### config.mk
export PLATFORM = sky130hd
export DESIGN_NAME = kscan_top
export DESIGN_NICKNAME = d
export VERILOG_FILES = /design/src/rtl/kscan_pkg.sv /design/src/rtl/kscan_timer.sv /design/src/rtl/kscan_sampler.sv /design/src/rtl/kscan_debounce.sv /design/src/rtl/kscan_pin.sv /design/src/rtl/kscan_top.sv
export SDC_FILE = /design/constraint.sdc
export NUM_CORES = 1
export LEC_CHECK = 0
export ABC_AREA = 1
export BUFFER_PORTS_ARGS = -buffer_cell sky130_fd_sc_hd__buf_2
export CAP_MARGIN = 20
export CORE_MARGIN = 5
export CORE_UTILIZATION = 30
export CTS_BUF_LIST = sky130_fd_sc_hd__clkbuf_8
export CTS_CLUSTER_SIZE = 30
export DETAILED_ROUTE_END_ITERATION = 16
export PLACE_DENSITY = 0.48
export SETUP_SLACK_MARGIN = 0.15
export SLEW_MARGIN = 0
export SYNTH_ARGS = -nofsm -noshare
export SYNTH_HDL_FRONTEND = slang
export SYNTH_SLANG_ARGS = --single-unit
### constraint.sdc
create_clock -name clk -period 2.8 [get_ports clk]
set_input_delay 0.14 -clock clk [delete_from_list [all_inputs] [get_ports clk]]
set_output_delay 0.14 -clock clk [all_outputs]
set_load 0.01 [all_outputs]
### src/rtl/kscan_pkg.sv
package kscan_pkg;

   typedef enum logic [2:0] {
      PF_DRIVE_LO = 3'b000,
      PF_DRIVE_HI = 3'b001,
      PF_IRQ_LOW  = 3'b010,
      PF_IRQ_HIGH = 3'b011
   } pin_func_e;

   typedef struct packed {
      logic [2:0] func;
      logic       en_ret1;
      logic       en_ret0;
   } port_cfg_t;

   localparam int CFG_W = 5;

endpackage

### src/rtl/kscan_timer.sv
module kscan_timer #(
   parameter int N_DIG   = 4,
   parameter int CYC_MUX = 32,
   localparam int DW     = (N_DIG > 1) ? $clog2(N_DIG) : 1,
   localparam int IW     = $clog2(CYC_MUX)
) (
   input  logic          clk,
   input  logic          rst_n,
   input  logic          slot_vld,
   input  logic [DW-1:0] dig_idx,
   input  logic [DW-1:0] scan_lim,
   output logic          mux_end,
   output logic          test_a_end,
   output logic          test_b_end
);
   localparam int HALF = CYC_MUX / 2;

   generate
      if ((CYC_MUX % 2) != 0 || CYC_MUX < 2)
         $error("kscan_timer: CYC_MUX must be even and at least 2");
   endgenerate

   logic [IW-1:0] sweep_idx;

   assign mux_end    = slot_vld && (dig_idx == scan_lim);
   assign test_a_end = mux_end && (sweep_idx == IW'(HALF - 1));
   assign test_b_end = mux_end && (sweep_idx == IW'(CYC_MUX - 1));

   always_ff @(posedge clk or negedge rst_n) begin
      if (!rst_n)
         sweep_idx <= '0;
      else if (mux_end) begin
         if (sweep_idx == IW'(CYC_MUX - 1))
            sweep_idx <= '0;
         else
            sweep_idx <= sweep_idx + 1'b1;
      end
   end

   AST_SWEEP_RANGE: assert property (@(posedge clk) disable iff (!rst_n)
      int'(sweep_idx) < CYC_MUX);

endmodule

### src/rtl/kscan_sampler.sv
module kscan_sampler #(
   parameter int N_DIG = 4,
   parameter int N_RET = 2,
   localparam int DW   = (N_DIG > 1) ? $clog2(N_DIG) : 1,
   localparam int NK   = N_DIG * N_RET
) (
   input  logic             clk,
   input  logic             rst_n,
   input  logic             slot_vld,
   input  logic [DW-1:0]    dig_idx,
   input  logic [DW-1:0]    scan_lim,
   input  logic [N_RET-1:0] ret_n,
   input  logic [N_RET-1:0] ret_en,
   output logic [NK-1:0]    samp_nx,
   output logic [NK-1:0]    key_mask
);
   logic [NK-1:0] samp_q;

   always_comb begin
      samp_nx = samp_q;
      if (slot_vld && (int'(dig_idx) < N_DIG)) begin
         for (int r = 0; r < N_RET; r++)
            samp_nx[r*N_DIG + int'(dig_idx)] = ~ret_n[r];
      end
   end

   always_ff @(posedge clk or negedge rst_n) begin
      if (!rst_n)
         samp_q <= '0;
      else
         samp_q <= samp_nx;
   end

   for (genvar r = 0; r < N_RET; r++) begin : g_ret
      for (genvar d = 0; d < N_DIG; d++) begin : g_dig
         assign key_mask[r*N_DIG + d] = ret_en[r] && (d <= int'(scan_lim));
      end
   end

endmodule

### src/rtl/kscan_debounce.sv
module kscan_debounce #(
   parameter int NK = 8
) (
   input  logic          clk,
   input  logic          rst_n,
   input  logic [NK-1:0] samp_nx,
   input  logic [NK-1:0] key_mask,
   input  logic          test_a_end,
   input  logic          test_b_end,
   input  logic          rd_clr,
   output logic [NK-1:0] key_prs,
   output logic [NK-1:0] key_deb,
   output logic          irq_flag
);
   logic [NK-1:0] test_a_q;
   logic [NK-1:0] held_q;
   logic [NK-1:0] seen_now;
   logic [NK-1:0] fresh;
   logic [NK-1:0] both_tests;

   assign seen_now   = samp_nx & key_mask;
   assign both_tests = test_a_q & seen_now;
   assign fresh      = test_b_end ? (both_tests & ~held_q) : '0;

   always_ff @(posedge clk or negedge rst_n) begin
      if (!rst_n) begin
         test_a_q <= '0;
         held_q   <= '0;
         key_prs  <= '0;
         key_deb  <= '0;
         irq_flag <= 1'b0;
      end else begin
         if (test_a_end) begin
            test_a_q <= seen_now;
            key_prs  <= seen_now;
         end
         if (test_b_end) begin
            held_q  <= both_tests;
            key_prs <= seen_now;
         end
         key_deb  <= (rd_clr ? '0 : key_deb) | fresh;
         irq_flag <= (rd_clr ? 1'b0 : irq_flag) | (|fresh);
      end
   end

   AST_PRS_HOLD: assert property (@(posedge clk) disable iff (!rst_n)
      !(test_a_end || test_b_end) |=> $stable(key_prs));
   AST_DEB_HOLD: assert property (@(posedge clk) disable iff (!rst_n)
      (!rd_clr && !test_b_end) |=> $stable(key_deb));
   AST_CLR_TAKES: assert property (@(posedge clk) disable iff (!rst_n)
      (rd_clr && !test_b_end) |=> (key_deb == '0 && !irq_flag));
   AST_IRQ_HAS_KEY: assert property (@(posedge clk) disable iff (!rst_n)
      irq_flag |-> (key_deb != '0));
   AST_PRS_MASKED: assert property (@(posedge clk) disable iff (!rst_n)
      (test_a_end || test_b_end) |=> ((key_prs & ~$past(key_mask)) == '0));

endmodule

### src/rtl/kscan_pin.sv
module kscan_pin
   import kscan_pkg::*;
#(
   parameter int N_RET = 2
) (
   input  port_cfg_t        cfg,
   input  logic             irq_flag,
   input  logic [N_RET-1:0] ret_n,
   output logic             pin_lvl,
   output logic             pin_seg,
   output logic [7:0]       port_rd
);
   always_comb begin
      pin_seg = 1'b0;
      pin_lvl = 1'b0;
      if (cfg.func[2]) begin
         pin_seg = 1'b1;
      end else begin
         case (pin_func_e'(cfg.func))
            PF_DRIVE_LO: pin_lvl = 1'b0;
            PF_DRIVE_HI: pin_lvl = 1'b1;
            PF_IRQ_LOW:  pin_lvl = ~irq_flag;
            PF_IRQ_HIGH: pin_lvl = irq_flag;
            default:     pin_lvl = 1'b0;
         endcase
      end
   end

   assign port_rd = {cfg, ret_n[1], ret_n[0], irq_flag};

endmodule

### src/rtl/kscan_top.sv
module kscan_top
   import kscan_pkg::*;
#(
   parameter int N_DIG   = 4,
   parameter int N_RET   = 2,
   parameter int CYC_MUX = 32,
   localparam int DW     = (N_DIG > 1) ? $clog2(N_DIG) : 1,
   localparam int NK     = N_DIG * N_RET
) (
   input  logic             clk,
   input  logic             rst_n,
   input  logic             slot_vld,
   input  logic [DW-1:0]    dig_idx,
   input  logic [DW-1:0]    scan_lim,
   input  logic [N_RET-1:0] ret_n,
   input  logic [CFG_W-1:0] port_cfg,
   input  logic             rd_clr,
   output logic [NK-1:0]    key_prs,
   output logic [NK-1:0]    key_deb,
   output logic             irq_flag,
   output logic             pin_lvl,
   output logic             pin_seg,
   output logic [7:0]       port_rd
);
   generate
      if (N_RET != 2)
         $error("kscan_top: port register layout needs exactly two returns");
      if (N_DIG < 2)
         $error("kscan_top: N_DIG must be at least 2");
   endgenerate

   port_cfg_t     cfg;
   logic          mux_end;
   logic          test_a_end;
   logic          test_b_end;
   logic [NK-1:0] samp_nx;
   logic [NK-1:0] key_mask;

   assign cfg = port_cfg_t'(port_cfg);

   kscan_timer #(.N_DIG(N_DIG), .CYC_MUX(CYC_MUX)) u_timer (
      .clk        (clk),
      .rst_n      (rst_n),
      .slot_vld   (slot_vld),
      .dig_idx    (dig_idx),
      .scan_lim   (scan_lim),
      .mux_end    (mux_end),
      .test_a_end (test_a_end),
      .test_b_end (test_b_end)
   );

   kscan_sampler #(.N_DIG(N_DIG), .N_RET(N_RET)) u_sampler (
      .clk      (clk),
      .rst_n    (rst_n),
      .slot_vld (slot_vld),
      .dig_idx  (dig_idx),
      .scan_lim (scan_lim),
      .ret_n    (ret_n),
      .ret_en   ({cfg.en_ret1, cfg.en_ret0}),
      .samp_nx  (samp_nx),
      .key_mask (key_mask)
   );

   kscan_debounce #(.NK(NK)) u_deb (
      .clk        (clk),
      .rst_n      (rst_n),
      .samp_nx    (samp_nx),
      .key_mask   (key_mask),
      .test_a_end (test_a_end),
      .test_b_end (test_b_end),
      .rd_clr     (rd_clr),
      .key_prs    (key_prs),
      .key_deb    (key_deb),
      .irq_flag   (irq_flag)
   );

   kscan_pin #(.N_RET(N_RET)) u_pin (
      .cfg      (cfg),
      .irq_flag (irq_flag),
      .ret_n    (ret_n),
      .pin_lvl  (pin_lvl),
      .pin_seg  (pin_seg),
      .port_rd  (port_rd)
   );

   AST_TEST_EXCL: assert property (@(posedge clk) disable iff (!rst_n)
      !(test_a_end && test_b_end));
   AST_SEG_OWNS_PIN: assert property (@(posedge clk) disable iff (!rst_n)
      pin_seg |-> (port_rd[7] && !pin_lvl));

endmodule

## Yosys cells after proc, flatten, opt, wreduce, memory -nomap -nowiden

Cells that the tools add are included.

| operators by class | value |
|---|---|
| add/subtract/negate cells | 2 |
| multiply operators | 0 |
| divide/modulo/power cells | 0 |
| magnitude comparators | 7 |
| equality and inequality tests | 6 |
| shift-type cells | 0 |
| muxes and demuxes | 16 |
| bitwise gates (word level) | 9 |
| reduce and logical (&&, ||, !) cells | 13 |

Operators by type and width:

| cell | number |
|---|---|
| $mux 8 | 5 |
| $ge 32x1->1 const B | 1 |
| $lt 32x5->1 const B | 1 |
| $and 8x8->8 | 3 |
| $bwmux 8 | 2 |
| $logic_and 1x1->1 | 11 |
| $not 8->8 | 1 |
| $or 8x8->8 | 1 |
| $reduce_or 8->1 | 1 |
| $eq 3x2->1 const B | 2 |
| $add 5x1->5 const B | 1 |
| $eq 5x4->1 const B | 1 |
| $eq 5x5->1 const B | 1 |
| $mux 1 | 5 |
| $mux 5 | 1 |
| $add 3x2->4 const A | 1 |
| $le 2x2->1 const A | 2 |
| $lt 2x4->1 const B | 1 |
| $demux 1 s3 | 1 |
| $eq 3x1->1 const B | 1 |
| $not 1->1 | 3 |
| $pmux 1 s3 | 1 |
| $demux 1 s2 | 1 |
| $eq 2x2->1 | 1 |
| 4 further kinds | 4 |

| storage, ports and cells | value |
|---|---|
| bits in registers | 46 |
| bits in latches | 0 |
| RAM bits | 0 |
| ROM bits | 0 |
| input bits | 15 |
| word-level logic and storage cells | 60 |
| memories kept | 0 |

## Longest topological paths before layout

Gate-level depths: netlist of the first run.

| depth | value |
|---|---|
| depth in word-level cells | 13 |
| depth in mapped cells | 12 |

## Hierarchy

Synthesis of the first run repeated with hierarchy kept, for this count alone.

| unflattened totals | value |
|---|---|
| cells, all modules | 261 |
| area, all modules | 2,224.6 µm² |

Modules (own cells, without submodules):

| module | times used | cells an instance | area each (µm²) | sequential area each (µm²) |
|---|---|---|---|---|
| kscan_debounce | 1 | 143 | 1,347.5 | 825.8 |
| kscan_sampler | 1 | 53 | 411.6 | 200.2 |
| kscan_timer | 1 | 50 | 367.9 | 125.1 |
| kscan_pin | 1 | 15 | 97.6 | 0.0 |

## Worst setup path before layout of the first run

No wires, ideal clock.

| path | value |
|---|---|
| path kind | register to register |
| from | register u_timer.sweep_idx[0] |
| to | register u_deb.key_prs[6] |
| library setup time | 0.120 ns |
| arrival | 1.612 ns |
| required time | 2.680 ns |
| path slack | 1.068 ns |
| stages on the path, launching flop included | 13 |
| path through | dfrtp_1 -> ha_1 -> nand2_1 -> nor2_1 -> ha_1 -> inv_1 -> nor3_4 -> inv_2 -> nand2_4 -> inv_4 -> buf_12 -> nand2_2 -> o21ai_2 |

| between the ends | value |
|---|---|
| word-level cells in the longest chain between the ends | 3 |
| elaborated cells between the ends (all ways) | 6 |

Ends and longest elaborated chain:

| what | line | RTL |
|---|---|---|
| from (decl) | kscan_timer.sv:23 | `logic [IW-1:0] sweep_idx;` |
| from (signal assigned) | kscan_timer.sv:36 | `sweep_idx <= sweep_idx + 1'b1;` |
| $eq 5x5->1 / $eq 5x4->1 (equally long branches) | kscan_timer.sv:27, kscan_timer.sv:26 |  |
| $logic_and 1x1->1 (on tied branches) | kscan_timer.sv:27, kscan_timer.sv:26 |  |
| $mux 8 / $reduce_bool 2->1 (equally long branches) | n/a |  |
| to (signal assigned) | kscan_debounce.sv:35 | `key_prs <= seen_now;` |
| to (signal assigned) | kscan_debounce.sv:39 | `key_prs <= seen_now;` |
| to (decl) | kscan_debounce.sv:11 | `output logic [NK-1:0] key_prs,` |

Parallel ways exist; a longest one is shown, timed or not.
A chain may end at the register's enable or synchronous reset.

## Worst setup path in the final report of the first run

| path | value |
|---|---|
| from | register u_timer.sweep_idx[0] |
| to | register u_deb.key_prs[1] |

The elaborated chain is that of the path after synthesis.

==> results of run 1 <==
==> cell usage in the layout, fill, tap and decap left out, types with 5 or more instances in the layout <==
master	n
inv_1	34
clkbuf_8	5
o21ai_0	19
nand4_1	6
nor2_1	17
nand3_1	17
o21ai_2	8
dfrtp_1	46
nand2_1	74
buf_2	41
==> sequential cells by signal (all words and copies together), names as in the netlist <==
signal / count
u_deb.held_q: 8
u_deb.key_deb: 8
u_deb.key_prs: 8
u_deb.test_a_q: 8
u_sampler.samp_q: 8
u_timer.sweep_idx: 5
u_deb.irq_flag: 1
==> cell families after synthesis <==
logic type / Yosys count
and+or+nand+nor: 128
buffers and inverters: 53
DFF: 46
AOI/OAI and AO/OA: 34
adders and majority gates: 3
==> Yosys cell counts <==
library cell and number:
inv_1 34, nor3_1 1, nand3b_1 3, nor3_4 1, nor2_4 1, inv_2 3
buf_4 10, dfrtp_1 46, nor3b_1 1, clkinv_1 1, nand4_1 6, nand3_2 1
inv_4 1, o21ai_1 3, ha_1 3, nand2_4 3, buf_2 2, nand3_1 17
nand2_1 74, nor2_1 17, buf_12 1, o21ai_0 19, o21ai_2 8, o21a_1 1
buf_6 1, a21oi_1 3, nand2_2 3
==> where the power goes <==
part	total [mW]	switching, mW	internal, mW	leakage (nW)
sequential	0.909	0.0796	0.829	0.584
clock	0.378	0.210	0.168	0.0438
combinational	0.408	0.247	0.162	0.760
==> routing by layer <==
layer | GRT usage [%] | part of all wire, % | vias up
li1 | - | - | 891
met1 | 13.8 | 47 | 785
met2 | 19.2 | 49 | 19
met3 | 2.87 | 3.4 | 5
met4 | 3.15 | 1.2 | 0
met5 | 0 | 0 | -
==> stage by stage <==
step                worst slack (ns)  std cells  cell area (um2)
floorplan                       1.07        264             2250
global placement               0.906        391             2470
detailed placement             0.842        391             2470
CTS                            0.839        398             2540
global route                   0.634        400             2570
finish                         0.864        400             2570
==> worst min path at each step <==
stage / from / end / slack (ns) / cells past startpoint
3_3_place_gp: rst_n / u_sampler.samp_q[7]$_DFF_PN0_ / 0.40 / 1
5_1_grt: ret_n[1] / u_sampler.samp_q[4]$_DFF_PN0_ / 0.14 / 2
4_1_cts: rst_n / u_deb.test_a_q[4]$_DFFE_PN0P_ / 0.07 / 1
6_report: ret_n[1] / u_sampler.samp_q[4]$_DFF_PN0_ / 0.14 / 2
3_5_place_dp: rst_n / u_sampler.samp_q[7]$_DFF_PN0_ / 0.40 / 1
2_1_floorplan: rst_n / u_deb.held_q[0]$_DFFE_PN0P_ / -0.16 / 0
==> worst reg2reg max path, delay by kind of cell (launching register included) <==
family / cells / cell delay (ns)
AOI/OAI and AO/OA: 1 / 0.05
adders and majority gates: 2 / 0.35
buffers and inverters: 4 / 0.51
DFF: 1 / 0.39
and+or+nand+nor: 5 / 0.53
==> cell type report <==
type / count / area (um2) / area share, %
inverter: 39 / 149 / 5.78
multi-input combinational: 165 / 830 / 32.2
clock inverter: 2 / 10.0 / 0.389
sequential: 46 / 1150 / 44.7
timing repair buffer: 44 / 243 / 9.43
clock buffer: 5 / 68.8 / 2.67
tap: 99 / 124 / 4.81
==> repair_timing <==
| item | CTS | global route |
|---|---|---|
| endpoints found under the hold margin | 0 | 8 |
| hold buffers | 0 | 1 |
| resized for setup | 0 | 0 |
==> impl_metrics.ini, run 1 <==
[run_status]
run_status = completed

[timing]
fin_crit_sh_pct = 69.1
report.final.slew_viol_count = 0
worst_slew_pin_slew_ns = 0.268
clock.fmax_ghz = 0.516
rsz0062_at_grt = false
slew_headroom_pct = 82.1
fin_crit_ns = 1.94
hold-worst-slack_ns = 0.142
fin_skew_ns = 0.00825
setup_tns_ns = 0
hold_viol_final = 0
finalSetupViolCount = 0

[drt]
detail_route.iter0.violations = 77
vias = 1700
ant_nets = 0
wire_per_inst_um = 11.8
vias_per_cell = 4.25
firstDrtPassIters = 4
post-route-drc-count = 0
wl_um = 4710

[clocking]
cts-buffers-inserted = 5
cts.clk_slew.worst_paths_ns = 0.08
clock-sinks = 46
clk-insertion-delay-late_ns = 0.29
cts_max_path_buffers = 2
htree_levels = 2
cts_root_buf = clkbuf_8
cts_setup_buffers = 0
tritoncts = built

[synthesis]
syn_nets = 282
synth_xor_area_share_pct = 0
muxShareOfSynthArea_pct = 0
synth_top_cell_area_share_pct = 51.3
yosysTopAreaCell = dfrtp_1
avgSynthCellArea_um2 = 8.51
synthSimpleGateAreaFrac_pct = 26.2
synthAdderAreaFrac_pct = 1.67
synth_area_um2 = 2250
netlist_instances = 264
yosys_warnings = 0
ys_types = 27
synth_compound_area_share_pct = 9.03
synth_seq_cells = 46
ys_seq_area_share_pct = 51.3
synth_area_leaders = dfrtp_1 51%, nand2_1 12%, inv_1 5.7%, o21ai_0 4.2%, nand3_1 3.8%
synth_top_family_by_area = simple AND/OR/NAND/NOR gates

[finish]
final_util_pct = 35.5
syn_to_final_growth_pct = 14.7
fin_nets = 319
n_antenna_cell = 0
drive_gt1_share_pct = 23.6
fillers = 807

[power]
ir_drop_mv = 0.177
pwr_density_cell_nw_per_um2 = 658
p_leak_nw = 1.39
total_power_mw = 1.70

[setup_path]
startpoint_type = flip-flop
path_class = flip-flop to flip-flop
rr_worst_depth = 12
cpLargestDelayFamily = simple AND/OR/NAND/NOR gates
critPathSlowestCell = dfrtp_1
critPathCapture = u_deb.key_prs[1]$_DFFE_PN0P_
end_kind = flip-flop
critPathArrivalTime_ns = 2.12
worstPathMaxFanout = 22
path_cells = ha_1 > nand2_1 > nor2_1 > ha_1 > inv_1 > nor3_4 > buf_4 > inv_2 > nand2_4 > inv_4 > nand2_1 > o21ai_2
rr_endpoint = u_deb.key_prs[1]$_DFFE_PN0P_
crit_cells = 12
cp_slowest_stage_delay_ns = 0.39
cp_num_buf_inv = 4
r2r_setup_slack_ns = 0.86
reg2reg_from = u_timer.sweep_idx[0]$_DFFE_PN0P_
critPathRequiredTime_ns = 2.99
crit_start = u_timer.sweep_idx[0]$_DFFE_PN0P_

[grt]
grt_remaining_overflow = 0
grt_use_total_pct = 11.1
grt_max_degree = 47
antenna_found_initial = 0
grt_pass1_vias = 1660
grt_first_pass_wirelength_um = 7870

[hold_path]
min_path_type = input port to flip-flop

[floorplan]
coreArea_um2 = 7250
initial_utilization_pct = 31.0
io_pins = 42
die_w_um = 96.5
rows = 31
dieArea_um2 = 9320
die_y_um = 96.5

[placement]
place_hpwl_um = 3530
numPortBuffers = 41
place.gp.congestion = 0.839

[job]
maxCapViolations = 0
Note: power is estimated with default switching activity, not from simulation.
==> run 2: changes to the inputs <==
- clock period: 2.8 -> 1.8 ns (I/O delays scaled with it)
==> run 2 against run 1 <==
  * The run now ends with negative setup slack left
  * Highest routed layer unchanged
  * Clock skew decreased by 0.0022 ns
  * Sequential share of layout area decreased by 4.9 points
  * Setup slack worse by 0.88 ns
  * Final area rose by 12%
  * Sequential cell count unchanged
==> impl_metrics.ini, run 2 (synthesis gave the netlist of run 1 again) <==
[run_status]
run_status = finished, violations left
violations = negative setup slack

[drt]
vias = 1772
post-route-drc-count = 0
detail_route.iter0.violations = 64
wire_per_inst_um = 12.2
vias_per_cell = 4.28
firstDrtPassIters = 4
wl_um = 5040
ant_nets = 0

[timing]
fin_skew_ns = 0.00609
finalSetupViolCount = 8
hold-worst-slack_ns = 0.0866
slew_headroom_pct = 72.6
report.final.slew_viol_count = 0
worst_slew_pin_slew_ns = 0.411
fin_crit_sh_pct = 101
setup_ws_ns = -0.0173
clock.fmax_ghz = 0.550
hold_viol_final = 0
rsz0062_at_grt = true
fin_crit_ns = 1.82

[grt]
grt_first_pass_wirelength_um = 8460
grt_pass1_vias = 1765
antenna_found_initial = 0
grt_use_total_pct = 11.8
grt_remaining_overflow = 0
grt_max_degree = 18

[floorplan]
io_pins = 42
die_w_um = 96.5
rows = 31
coreArea_um2 = 7250
dieArea_um2 = 9320
initial_utilization_pct = 31.0
die_y_um = 96.5

[setup_path]
reg2reg_from = u_timer.sweep_idx[1]$_DFFE_PN0P_
end_kind = flip-flop
rr_worst_depth = 12
critPathSlowestCell = dfrtp_1
cp_slowest_stage_delay_ns = 0.36
worstPathMaxFanout = 8
path_class = flip-flop to flip-flop
path_cells = ha_2 > nand2_2 > nor2_4 > ha_4 > inv_4 > nor3_4 > buf_12 > inv_8 > nand2_8 > clkinv_8 > nand2_4 > o21ai_2
critPathArrivalTime_ns = 2.00
r2r_setup_slack_ns = -0.02
rr_endpoint = u_deb.key_prs[3]$_DFFE_PN0P_
critPathRequiredTime_ns = 1.98
startpoint_type = flip-flop

[clocking]
cts_root_buf = clkbuf_8
tritoncts = built
cts.clk_slew.worst_paths_ns = 0.09
cts-buffers-inserted = 5
cts_max_path_buffers = 2
htree_levels = 2
clk-insertion-delay-late_ns = 0.29
clock-sinks = 46

[hold_path]
worstHoldStart = ret_n[0]
hold_path_depth = 2
min_path_type = input port to flip-flop
worst_hold_path.endpoint = u_sampler.samp_q[1]$_DFF_PN0_

[finish]
register_area_um2 = 1150
fillers = 763
instances_no_fill = 414
syn_to_final_growth_pct = 28.9
most-common-layout-cells = 64 x nand2_1, 46 x dfrtp_1, 41 x buf_2, 34 x inv_1, 15 x nor2_1
drive_gt1_share_pct = 32.7
multi_input_area_um2 = 948
n_antenna_cell = 0
fin_nets = 332
final_common_cell = nand2_1

[placement]
place.gp.congestion = 0.816
numPortBuffers = 41
dpl.cell_count = 398
place_hpwl_um = 3680

[power]
p_leak_nw = 1.49
pwr_density_cell_nw_per_um2 = 1040
ir_drop_mv = 0.552

[job]
maxCapViolations = 0
run 2: cell count changes in the layout (fill, tap and decap cells not counted), sizes merged:
cell,before,now
inv,38,39
bufinv,0,1
clkinvlp,0,1
clkinv,3,2
buf,43,55
run 2: layout make-up:
| type | count | area share (%) |
|---|---|---|
| timing repair buffer | 56 | 13.3 |
| sequential | 46 | 39.8 |
| timing repair inverter | 1 | 0.303 |
| inverter | 39 | 5.83 |
| multi-input combinational | 165 | 32.8 |
| tap | 99 | 4.28 |
| clock inverter | 3 | 1.43 |
| clock buffer | 5 | 2.38 |
run 2: worst max-delay path by stage:
| stage | startpoint | to | cells after the start |
|---|---|---|---|
| after global routing | u_timer.sweep_idx[0]$_DFFE_PN0P_ | u_deb.irq_flag$_DFF_PN0_ | 12 |
| final | u_timer.sweep_idx[1]$_DFFE_PN0P_ | u_deb.key_prs[3]$_DFFE_PN0P_ | 12 |
| after detailed placement | u_timer.sweep_idx[0]$_DFFE_PN0P_ | u_deb.key_prs[3]$_DFFE_PN0P_ | 12 |
| after CTS | u_timer.sweep_idx[1]$_DFFE_PN0P_ | u_deb.irq_flag$_DFF_PN0_ | 12 |
| after floorplan | u_timer.sweep_idx[0]$_DFFE_PN0P_ | u_deb.key_prs[6]$_DFFE_PN0P_ | 12 |
| after global placement | u_timer.sweep_idx[0]$_DFFE_PN0P_ | u_deb.key_prs[4]$_DFFE_PN0P_ | 12 |
run 2: stage by stage:
step | utilization (%) | power [mW] | cell area (um2) | setup TNS, ns | worst slack [ns]
CTS | 38.8 | 2.97 | 2810 | -0.192 | -0.0432
floorplan | - | 1.87 | 2250 | 0 | 0.0853
finish | 39.9 | 3.01 | 2900 | -0.101 | -0.0173
global route | 39.9 | 3.24 | 2900 | -1.61 | -0.148
detailed placement | 34.9 | 2.12 | 2530 | -0.132 | -0.0263
global placement | 34.9 | 2.10 | 2530 | 0 | 0.0351
run 2: repair_timing:
item                                    in CTS  in global routing
resized for setup                           27                 21
setup buffers                                4                  0
pin swaps                                    9                  4
endpoints found under the hold margin       13                  0
hold buffers                                 1                  0
gates cloned                                 3                  0
endpoints found under the setup margin      16                 31
run 2: report_power, final:
part / switching, mW / internal (mW)
Clock: 0.357 / 0.409
Combinational: 0.444 / 0.359
Sequential: 0.155 / 1.29
run 2: per-layer routing:
metal / up-vias / track usage, % / share of wire [%]
met1: 817 / 16.1 / 50
met5: - / 0 / 0
met2: 27 / 19.1 / 46
met3: 2 / 2.79 / 3.9
met4: 0 / 2.80 / 0.46
li1: 926 / - / -
run 2: critical path: cells and delay by family, from the launching register on:
kind | cells | cell delay (ns)
AOI/OAI and AO/OA | 1 | 0.04
adders and majority gates | 2 | 0.34
DFF | 1 | 0.36
buffers and inverters | 4 | 0.36
and+or+nand+nor | 5 | 0.61
==> run 3: changes to the inputs <==
- ABC_AREA: 1 -> unset
- CORE_UTILIZATION: 30 -> 35
- PLACE_DENSITY: 0.48 -> 0.55
==> run 3 against run 2 <==
  * The flow still finishes with violations (negative setup slack)
  * Critical path depth shrank 4
  * Global-route usage grew 1.5 points
  * Area after synthesis is 3.4% lower
  * Sequential power decreased by 19%
  * Non-clock buffer count grew 18
  * Setup slack got worse by 0.084 ns
  * Largest power group unchanged
  * Highest routed layer unchanged
==> impl_metrics.ini, run 3 <==
[synthesis]
syn_nets = 228
synth_area_leaders = dfrtp_1 53%, o21ai_0 5.5%, nand2_1 4.7%, mux2i_1 3.2%, buf_4 3.1%
ys_seq_area_share_pct = 53.1
yosysTopAreaCell = dfrtp_1
netlist_instances = 210
synth_flop_cell = dfrtp_1
post-synth-top-count-cell = dfrtp_1
synth-edff-count = 0
async_flop_share_pct = 100
synth_area_um2 = 2170
avgSynthCellArea_um2 = 10.3
yosys_warnings = 0
ys_types = 41
synth_common_cells = 46 x dfrtp_1, 27 x nand2_1, 24 x o21ai_0
synth_top_cell_area_share_pct = 53.1
synth_seq_cells = 46

[clocking]
cts-buffers-inserted = 5
cts_root_buf = clkbuf_8
tritoncts = built
clock-sinks = 46
htree_levels = 2
cts_max_path_buffers = 2
clk-insertion-delay-late_ns = 0.29
cts.clk_slew.worst_paths_ns = 0.08

[setup_path]
startpoint_type = flip-flop
critPathArrivalTime_ns = 2.14
rr_worst_depth = 8
end_kind = flip-flop
critPathRequiredTime_ns = 2.04
worstPathMaxFanout = 8
path_class = flip-flop to flip-flop

[finish]
syn_to_final_growth_pct = 30.3
fillers = 583
most-common-layout-cells = 46 x dfrtp_1, 41 x buf_2, 25 x nand2_1, 24 x buf_4, 18 x inv_1
fin_area_um2 = 2830
register_area_um2 = 1150
final_common_cell = dfrtp_1
drive_gt1_share_pct = 37.9
multi_input_area_um2 = 915
fin_nets = 289
final_util_pct = 47.2
n_antenna_cell = 0

[power]
p_int_mw = 1.60
power_frac_comb_pct = 16.4
p_switching_mw = 0.577
p_seq_share_pct = 54.1
ir_drop_mv = 0.289
power.share.clock_pct = 29.5
pwr_density_cell_nw_per_um2 = 769
p_leak_nw = 1.39
power_switching_share_pct = 26.6

[grt]
grt_first_pass_wirelength_um = 8060
grt_use_total_pct = 13.3
grt_pass1_vias = 1676
antenna_found_initial = 0
grt_remaining_overflow = 0
grt_max_degree = 28

[timing]
clock.fmax_ghz = 0.526
slew_headroom_pct = 66.1
fin_crit_ns = 1.90
hold_viol_final = 0
rsz0062_at_grt = true
report.final.slew_viol_count = 0
fin_skew_ns = 0.00353
fin_crit_sh_pct = 106
setup_tns_ns = -0.176
worst_slew_pin_slew_ns = 0.508
setup_ws_ns = -0.101
finalSetupViolCount = 2
hold-worst-slack_ns = 0.0520

[floorplan]
die_y_um = 88.7
io_pins = 42
rows = 28
die_w_um = 88.7
dieArea_um2 = 7870
coreArea_um2 = 5990
initial_utilization_pct = 36.2

[drt]
vias_per_cell = 4.78
wl_um = 4740
firstDrtPassIters = 4
ant_nets = 0
post-route-drc-count = 0
wire_per_inst_um = 13.7
detail_route.iter0.violations = 60
vias = 1660

[job]
maxCapViolations = 0

[run_status]
violations = negative setup slack
run_status = finished, violations left

[hold_path]
hold_path_depth = 2
min_path_type = input port to flip-flop

[placement]
place_worst_setup_slack_ns = -0.269
placed_area_um2 = 2600
place.gp.congestion = 0.848
place_hpwl_um = 3620
numPortBuffers = 41
## run 3: changes by cell type after synthesis, sizes merged, moves of 4 or more
| cell | before | now |
|---|---|---|
| mux2 | 0 | 5 |
| inv | 38 | 17 |
| a22o | 0 | 4 |
| clkbuf | 0 | 6 |
| nand3 | 18 | 7 |
| nor2 | 18 | 8 |
| nand2 | 80 | 27 |
| mux2i | 0 | 7 |
## run 3: power groups by stage
stage / Sequential (mW) / Clock [mW] / Combinational (mW)
2_1_floorplan: 1.19 / 0 / 0.193
3_3_place_gp: 1.19 / 0 / 0.349
3_5_place_dp: 1.19 / 0 / 0.356
4_1_cts: 1.17 / 0.673 / 0.358
5_1_grt: 1.19 / 0.724 / 0.410
6_report: 1.17 / 0.642 / 0.356
## run 3: worst paths after layout
check,endpoint,start,slack [ns]
setup / recovery,u_deb.irq_flag$_DFF_PN0_,u_timer.sweep_idx[0]$_DFFE_PN0P_,-0.10
hold / removal,u_sampler.samp_q[2]$_DFF_PN0_,ret_n[0],0.05
setup reg to reg,u_deb.irq_flag$_DFF_PN0_,u_timer.sweep_idx[0]$_DFFE_PN0P_,-0.10
hold reg to reg,u_deb.key_deb[5]$_DFF_PN0_,u_deb.key_deb[5]$_DFF_PN0_,0.48
max in group asynchronous,u_deb.test_a_q[7]$_DFFE_PN0P_,rst_n,0.99
min in group asynchronous,u_deb.key_prs[0]$_DFFE_PN0P_,rst_n,0.29
## run 3: critical path, stage by stage (launching register included)
cell and delay, ns:
dfrtp_1 0.36, ha_2 0.18, and3_4 0.20, ha_4 0.12, nand4_1 0.08, buf_6 0.16, or4b_4 0.53, o2111ai_2 0.10
a2111o_1 0.11
## run 3: stage by stage
stage          power (mW)  cells
6_report             2.17    347
5_1_grt              2.32    347
4_1_cts              2.21    345
3_5_place_dp         1.55    334
3_3_place_gp         1.54    334
2_1_floorplan        1.38    210
## run 3: area by class of cell
class / count / area share (%)
Sequential cell: 46 / 40.7
Multi-Input combinational cell: 127 / 32.4
Timing Repair Buffer: 74 / 18.1
Tap cell: 75 / 3.32
Clock buffer: 6 / 2.92
Inverter: 17 / 2.26
Clock inverter: 2 / 0.310
## run 3: kinds of logic (layout without fill, tap and decap cells)
group                      Yosys count  count (layout)  share of synthesized area [%]
AOI/OAI and AO/OA                   45              45                           13.0
xor gates and xnor gates             3               3                           1.21
adders and majority gates            3               3                           1.73
buffers and inverters               37              99                           8.48
DFF                                 46              46                           53.1
muxes                               12              12                           6.17
and+or+nand+nor                     64              64                           16.4
## run 3: metal layers
metal	track usage [%]	vias up	routed length (um)
li1	-	839	-
met1	18.1	772	2340
met2	21.3	43	2060
met3	3.26	6	298
met4	3.30	0	44
met5	0	-	0
## run 3: timing repair
| action | CTS | global route |
|---|---|---|
| setup buffers | 2 | 1 |
| cloned | 0 | 1 |
| hold buffers | 1 | 0 |
| pin swaps | 7 | 4 |
| setup endpoints to repair | 31 | 30 |
| resized for setup | 10 | 18 |
| hold endpoints to repair | 19 | 0 |
